### config.mk
export PLATFORM = sky130hd
export DESIGN_NAME = lcd_init_seq
export DESIGN_NICKNAME = d
export VERILOG_FILES = /design/src/rtl/lcd_init_pkg.sv /design/src/rtl/lcd_wait_timer.sv /design/src/rtl/lcd_bus_phy.sv /design/src/rtl/lcd_init_seq.sv
export SDC_FILE = /design/constraint.sdc
export NUM_CORES = 1
export LEC_CHECK = 0
export BUFFER_PORTS_ARGS = -buffer_cell sky130_fd_sc_hd__buf_2
export CORE_UTILIZATION = 50
export CTS_CLUSTER_DIAMETER = 80
export DETAILED_ROUTE_END_ITERATION = 8
export PLACE_DENSITY = 0.71
export REMOVE_ABC_BUFFERS = 1
export SLEW_MARGIN = 10
export SYNTH_ARGS = -nofsm -noshare
export SYNTH_HDL_FRONTEND = slang
export SYNTH_SLANG_ARGS = --single-unit
export TNS_END_PERCENT = 5
### constraint.sdc
create_clock -name clk -period 5.21 [get_ports clk]
set_clock_uncertainty 0.1 [all_clocks]
set_input_delay 0.2605 -clock clk [delete_from_list [all_inputs] [get_ports clk]]
set_output_delay 0.2605 -clock clk [all_outputs]
set_load 0.02 [all_outputs]
### src/rtl/lcd_init_pkg.sv
package lcd_init_pkg;

  // which settling time follows a transfer
  typedef enum logic [1:0] {
    WT_CMD,   // ordinary command or data byte
    WT_CLR,   // clear / home
    WT_MID,   // after second blind function set
    WT_LONG   // after first blind function set
  } wait_e;

  typedef struct packed {
    logic [7:0] byte_v;
    logic       single;  // 4-bit bus: send the high nibble only
    wait_e      wsel;
  } step_t;

  // nanoseconds to clock cycles, rounded up, never zero
  function automatic int unsigned ns_to_cyc(longint unsigned ns, longint unsigned hz);
    longint unsigned c;
    c = (ns * hz + 64'd999_999_999) / 64'd1_000_000_000;
    if (c == 0) c = 1;
    return c[31:0];
  endfunction

endpackage

### src/rtl/lcd_wait_timer.sv
module lcd_wait_timer #(
  parameter int          CW      = 20,
  parameter logic [CW-1:0] RST_VAL = '0
) (
  input  logic          clk,
  input  logic          rst,
  input  logic          load,
  input  logic [CW-1:0] load_val,
  output logic          expired
);

  logic [CW-1:0] count;

  always_ff @(posedge clk) begin
    if (rst)               count <= RST_VAL;
    else if (load)         count <= load_val;
    else if (count != '0)  count <= count - 1'b1;
  end

  assign expired = (count == '0);

  AST_NO_RELOAD_UNDERFLOW: assert property (@(posedge clk) disable iff (rst)
    (!load && expired) |=> expired);

endmodule

### src/rtl/lcd_bus_phy.sv
module lcd_bus_phy #(
  parameter int BUS_W = 8,
  parameter int E_CYC = 4
) (
  input  logic             clk,
  input  logic             rst,
  input  logic             start,
  input  logic             rs,
  input  logic [7:0]       data,
  input  logic             single,
  output logic             busy,
  output logic             done,
  output logic             lcd_rs,
  output logic             lcd_e,
  output logic [BUS_W-1:0] lcd_db
);

  localparam bit FOUR = (BUS_W == 4);
  localparam int ECW  = (E_CYC > 1) ? $clog2(E_CYC) : 1;

  typedef enum logic [1:0] {P_IDLE, P_SETUP, P_PULSE, P_HOLD} pst_e;

  pst_e             st;
  logic [ECW-1:0]   ecnt;
  logic             lo_pend;
  logic [BUS_W-1:0] lo_q;
  logic [BUS_W-1:0] first_w;
  logic [BUS_W-1:0] second_w;

  // first transfer carries the top lines of the byte; on a 4-bit bus the
  // second carries the low nibble
  generate
    if (FOUR) begin : g_nib
      assign first_w  = data[7:4];
      assign second_w = data[3:0];
    end else begin : g_byte
      assign first_w  = data[BUS_W-1:0];
      assign second_w = data[BUS_W-1:0];
    end
  endgenerate

  always_ff @(posedge clk) begin
    if (rst) begin
      st      <= P_IDLE;
      ecnt    <= '0;
      lo_pend <= 1'b0;
      lo_q    <= '0;
      done    <= 1'b0;
      lcd_rs  <= 1'b0;
      lcd_e   <= 1'b0;
      lcd_db  <= '0;
    end else begin
      done <= 1'b0;
      case (st)
        P_IDLE: if (start) begin
          lcd_rs  <= rs;
          lcd_db  <= first_w;
          lo_q    <= second_w;
          lo_pend <= FOUR && !single;
          st      <= P_SETUP;
        end
        P_SETUP: begin
          lcd_e <= 1'b1;
          ecnt  <= ECW'(E_CYC - 1);
          st    <= P_PULSE;
        end
        P_PULSE: begin
          if (ecnt == '0) begin
            lcd_e <= 1'b0;
            st    <= P_HOLD;
          end else begin
            ecnt <= ecnt - 1'b1;
          end
        end
        P_HOLD: begin
          if (lo_pend) begin
            lcd_db  <= lo_q;
            lo_pend <= 1'b0;
            st      <= P_SETUP;
          end else begin
            done <= 1'b1;
            st   <= P_IDLE;
          end
        end
        default: st <= P_IDLE;
      endcase
    end
  end

  assign busy = (st != P_IDLE);

  AST_SETUP_BEFORE_E: assert property (@(posedge clk) disable iff (rst)
    $rose(lcd_e) |-> ($stable(lcd_db) && $stable(lcd_rs)));

  AST_HOLD_WHILE_E: assert property (@(posedge clk) disable iff (rst)
    lcd_e |=> ($stable(lcd_db) && $stable(lcd_rs)));

  AST_DONE_AFTER_LOW_E: assert property (@(posedge clk) disable iff (rst)
    done |-> !lcd_e);

endmodule

### src/rtl/lcd_init_seq.sv
module lcd_init_seq
  import lcd_init_pkg::*;
#(
  parameter int unsigned CLK_HZ = 50_000_000,
  parameter int          BUS_W  = 8,
  parameter int          E_CYC  = 12
) (
  input  logic             clk,
  input  logic             rst,
  input  logic             cfg_two_lines,
  input  logic             cfg_tall_font,
  input  logic             cfg_addr_inc,
  input  logic             cfg_scroll,
  input  logic             cmd_valid,
  output logic             cmd_ready,
  input  logic             cmd_rs,
  input  logic [7:0]       cmd_data,
  output logic             lcd_rs,
  output logic             lcd_rw,
  output logic             lcd_e,
  output logic [BUS_W-1:0] lcd_db
);

  localparam bit          FOUR     = (BUS_W == 4);
  localparam int unsigned PWR_CYC  = ns_to_cyc(64'd15_000_000, CLK_HZ);
  localparam int unsigned LONG_CYC = ns_to_cyc(64'd4_100_000,  CLK_HZ);
  localparam int unsigned MID_CYC  = ns_to_cyc(64'd100_000,    CLK_HZ);
  localparam int unsigned CLR_CYC  = ns_to_cyc(64'd1_520_000,  CLK_HZ);
  localparam int unsigned CMD_CYC  = ns_to_cyc(64'd38_000,     CLK_HZ);
  localparam int          CW       = $clog2(PWR_CYC + 1);
  localparam logic [2:0]  LAST_IDX = 3'd7;

  typedef enum logic [2:0] {S_PWR, S_LOAD, S_ISSUE, S_XFER, S_GAP, S_READY} sst_e;

  sst_e          st;
  logic [2:0]    idx;
  logic          is_user;
  logic [7:0]    cur_byte;
  logic          cur_rs;
  logic          cur_single;
  wait_e         cur_wsel;
  logic          phy_start;
  logic          phy_busy;
  logic          phy_done;
  logic          tmr_load;
  logic          tmr_expired;
  logic [CW-1:0] tmr_val;
  step_t         step_now;

  // start-up list; logical step 3 is the bus-width switch, skipped on 8 lines
  function automatic step_t init_step(input logic [2:0] i);
    step_t s;
    case (i)
      3'd0:    s = '{byte_v: 8'h30, single: 1'b1, wsel: WT_LONG};
      3'd1:    s = '{byte_v: 8'h30, single: 1'b1, wsel: WT_MID};
      3'd2:    s = '{byte_v: 8'h30, single: 1'b1, wsel: WT_CMD};
      3'd3:    s = '{byte_v: 8'h20, single: 1'b1, wsel: WT_CMD};
      3'd4:    s = '{byte_v: {3'b001, !FOUR, cfg_two_lines, cfg_tall_font, 2'b00},
                     single: 1'b0, wsel: WT_CMD};
      3'd5:    s = '{byte_v: 8'h08, single: 1'b0, wsel: WT_CMD};
      3'd6:    s = '{byte_v: 8'h01, single: 1'b0, wsel: WT_CLR};
      default: s = '{byte_v: {5'b00001, cfg_addr_inc, cfg_scroll}, single: 1'b0,
                     wsel: WT_CMD};
    endcase
    return s;
  endfunction

  assign step_now  = init_step(idx);
  assign phy_start = (st == S_ISSUE);
  assign tmr_load  = (st == S_XFER) && phy_done;

  always_comb begin
    case (cur_wsel)
      WT_LONG: tmr_val = CW'(LONG_CYC);
      WT_MID:  tmr_val = CW'(MID_CYC);
      WT_CLR:  tmr_val = CW'(CLR_CYC);
      default: tmr_val = CW'(CMD_CYC);
    endcase
  end

  always_ff @(posedge clk) begin
    if (rst) begin
      st         <= S_PWR;
      idx        <= 3'd0;
      is_user    <= 1'b0;
      cur_byte   <= 8'h00;
      cur_rs     <= 1'b0;
      cur_single <= 1'b0;
      cur_wsel   <= WT_CMD;
      cmd_ready  <= 1'b0;
    end else begin
      case (st)
        S_PWR: if (tmr_expired) st <= S_LOAD;
        S_LOAD: begin
          cur_byte   <= step_now.byte_v;
          cur_single <= step_now.single;
          cur_wsel   <= step_now.wsel;
          cur_rs     <= 1'b0;
          st         <= S_ISSUE;
        end
        S_ISSUE: st <= S_XFER;
        S_XFER:  if (phy_done) st <= S_GAP;
        S_GAP: if (tmr_expired) begin
          if (is_user || idx == LAST_IDX) begin
            is_user   <= 1'b1;
            cmd_ready <= 1'b1;
            st        <= S_READY;
          end else begin
            idx <= (idx == 3'd2 && !FOUR) ? 3'd4 : idx + 3'd1;
            st  <= S_LOAD;
          end
        end
        S_READY: if (cmd_valid) begin
          cur_byte   <= cmd_data;
          cur_rs     <= cmd_rs;
          cur_single <= 1'b0;
          cur_wsel   <= (!cmd_rs && cmd_data[7:2] == 6'd0 && cmd_data[1:0] != 2'd0)
                        ? WT_CLR : WT_CMD;
          cmd_ready  <= 1'b0;
          st         <= S_ISSUE;
        end
        default: st <= S_PWR;
      endcase
    end
  end

  lcd_wait_timer #(
    .CW      (CW),
    .RST_VAL (CW'(PWR_CYC))
  ) u_timer (
    .clk      (clk),
    .rst      (rst),
    .load     (tmr_load),
    .load_val (tmr_val),
    .expired  (tmr_expired)
  );

  lcd_bus_phy #(
    .BUS_W (BUS_W),
    .E_CYC (E_CYC)
  ) u_phy (
    .clk    (clk),
    .rst    (rst),
    .start  (phy_start),
    .rs     (cur_rs),
    .data   (cur_byte),
    .single (cur_single),
    .busy   (phy_busy),
    .done   (phy_done),
    .lcd_rs (lcd_rs),
    .lcd_e  (lcd_e),
    .lcd_db (lcd_db)
  );

  assign lcd_rw = 1'b0;

  AST_START_ON_IDLE_PHY: assert property (@(posedge clk) disable iff (rst)
    phy_start |-> !phy_busy);

  AST_START_AFTER_WAIT: assert property (@(posedge clk) disable iff (rst)
    phy_start |-> tmr_expired);

  AST_READY_WHEN_QUIET: assert property (@(posedge clk) disable iff (rst)
    cmd_ready |-> (!phy_busy && tmr_expired && !lcd_e));

  AST_READY_DROPS: assert property (@(posedge clk) disable iff (rst)
    (cmd_valid && cmd_ready) |=> !cmd_ready);

endmodule

==> flow_summary.ini <==
[run_status]
status = finished clean

[die]
die_h_um = 81.18
die_area_mm2 = 0.006589
num_rows = 28
initial_core_util_pct = 52.32
pin_count = 28
core_mm2 = 0.005991
fp.dieW_um = 81.18

[drt]
via_per_inst = 5.756
detail-route-antenna-nets = 0
drtIter0Drc = 156
wl_per_cell_um = 14.89
drt_wl_total_um = 6954
num_vias = 2688
drcViolationCount = 0
first_pass_iters = 5

[final_layout]
diodes = 0
layout-drive-gt1-share_pct = 14.03
final_nets = 413
fin_cells = 467
multi_input_area_mm2 = 0.001738
n_fill_cell = 525
syn_to_final_growth_pct = 13.01
regArea_mm2 = 0.001281

[worst_hold_path]
holdPathEnd = cur_byte[6]$_SDFFE_PP0P_
min_path_type = input pin to register
min_from = cmd_data[6]
hold_depth = 3

[setup_path]
path_class = register to register
r2r_start = u_timer.count[6]$_SDFFE_PP0P_
crit_start = u_timer.count[6]$_SDFFE_PP0P_
cp-start-kind = register
path_cells = or4_1 > nor4_4 > nand2_2 > a2111oi_2 > nor4_1
cp-end-kind = register
crit_required_ns = 5.32
r2r_cells = 5
path_max_fanout = 9
slowest_delay_ns = 0.70
crit_family = simple AND/OR/NAND/NOR gates
reg2reg_to = st[2]$_SDFFE_PP0P_
r2r_slack_ns = 2.62
crit_slowest_cell = or4_1
critPathBufInv = 0
arrival_ns = 2.70

[logic_synthesis]
yosys_warnings = 0
yosysTopAreaCell = dfxtp_1
ys_ff_latch = 64
synth.avg_cell_area_um2 = 8.517
synth_edf_count = 0
synth_flop_cell = dfxtp_1
synth_commonest_cells = dfxtp_1 (64), nor2_1 (43), nand2_1 (42)
synth_area_leaders = dfxtp_1 (41%), nor2_1 (5.1%), nand2_1 (5.0%)
yosys.area.top_type_share_pct = 40.88
postSynthCellCount = 368
synth.distinct_cells = 58
synthArstFlopShare_pct = 0
synth.cell_area_mm2 = 0.003134
seq_area_frac_synth_pct = 40.88
synth_most_common_cell = dfxtp_1

[timing]
slew_headroom_pct = 26.58
tightest_slew_ns = 1.099
fmax_mhz = 385.7
finalCritPeriodShare_pct = 49.76
period_minus_slack_ns = 2.593
finalSetupViolCount = 0
slew_violations = 0
rsz0062_at_grt = false
tns_ns = 0
hold_viol = 0

[clock_tree]
htreeDepth = 3
clock_latency_ns = 0.34
cts.sinks = 64
cts_hold_buffers = 0
clk_path_buf_depth = 2
post-cts-setup-buffers = 0
root_buffer = clkbuf_8
cts_buffers = 9
path_clk_slew_ns = 0.07
tritoncts = done
cts_resized = 0

[global_routing]
grt_max_degree = 55
grt_antenna_before_repair = 0
overflow = 0
grt_pass1_wl_um = 11210
grt_usage_pct = 22.79
grt_pass1_vias = 2339

[pwr]
p_leak_nw = 1.271
power.density_mw_per_mm2 = 396.1
vdd_ir_drop_max_mv = 0.2527

[placement]
routabilityCongestion = 0.8522
dp_hpwl_um = 4669
placed_cells = 451
io_buffers = 26

[run]
cap_violations = 0
-- worst min-delay path, stage by stage --
cell and delay (ns):
buf_2 0.10, a22oi_1 0.06, nor2_1 0.08
-- power by group --
| group | internal, mW | total (mW) | switching [mW] |
|---|---|---|---|
| Sequential | 0.541 | 0.578 | 0.0372 |
| Combinational | 0.115 | 0.294 | 0.179 |
| Clock | 0.333 | 0.531 | 0.197 |
| Total | 0.990 | 1.40 | 0.413 |
-- sequential cells by signal, summed over array words and instances, names as in the netlist --
name	count
u_phy.lcd_e	1
u_phy.done	1
cur_byte	8
u_timer.count	20
st	3
cmd_ready	1
is_user	1
u_phy.ecnt	4
u_phy.lo_q	8
idx	3
cur_wsel	2
u_phy.lcd_db	8
u_phy.lcd_rs	1
u_phy.st	2
cur_rs	1
-- layer usage --
layer | vias to the layer above | GRT usage (%) | wire length (um)
met1 | 1234 | 31.08 | 3309
met5 | - | 0 | 0
met4 | 0 | 8.750 | 93
met2 | 82 | 34.20 | 3159
li1 | 1362 | - | -
met3 | 10 | 5.955 | 392
-- worst max-delay path by stage --
stage                                    end  slack [ns]  cells past startpoint
final                     st[2]$_SDFFE_PP0P_        2.62                      5
after global routing      st[2]$_SDFFE_PP0P_        2.46                      5
after CTS                 st[2]$_SDFFE_PP0P_        2.63                      5
after detailed placement  st[2]$_SDFFE_PP0P_        2.65                      5
after global placement    st[2]$_SDFFE_PP0P_        2.76                      5
after floorplan           st[2]$_SDFFE_PP0P_        2.94                      5
-- per-stage QoR --
step	power, mW	hold slack (ns)	utilization [%]	area, um2	setup slack (ns)
final	1.403	0.09394	59.13	3542	2.617
after global routing	1.481	0.07576	59.13	3542	2.456
after CTS	1.413	0.07509	59.13	3542	2.629
after detailed placement	0.8825	0.3463	54.89	3288	2.650
after global placement	0.8744	0.3406	54.89	3288	2.761
after floorplan	0.7991	0.2296	-	3057	2.944
-- layout make-up --
class,count,share of cell area [%]
multi-input cells,275,49.06
flip-flops and latches,64,36.17
clock buffers,10,3.886
repair buffers,27,3.886
clock inverters,6,3.285
well taps,75,2.649
inverters,10,1.060
-- cell families after synthesis --
kind of cell / count (synthesis) / synth area share [%]
xor gates and xnor gates: 14 / 3.912
other: 1 / 0.1196
buffers and inverters: 29 / 3.673
and+or+nand+nor: 154 / 25.63
DFF: 64 / 40.88
adders and majority gates: 10 / 3.992
muxes: 12 / 3.872
AOI/OAI and AO/OA: 84 / 17.92
-- cells in the final DEF (no fill, tap or decap), types with 7 or more instances in the layout --
master     n
dfxtp_1   64
nor2_1    43
nand2_1   42
buf_2     26
a21oi_1   22
a211oi_1  13
o21ai_0   12
mux2i_1   11
inv_1     10
nor3_1    10
ha_1      10
clkbuf_8  10
nand2b_1   7
nand3_1    7
a31oi_1    7
xor2_1     7
xnor2_1    7
Power figures use the tool's default switching activity.
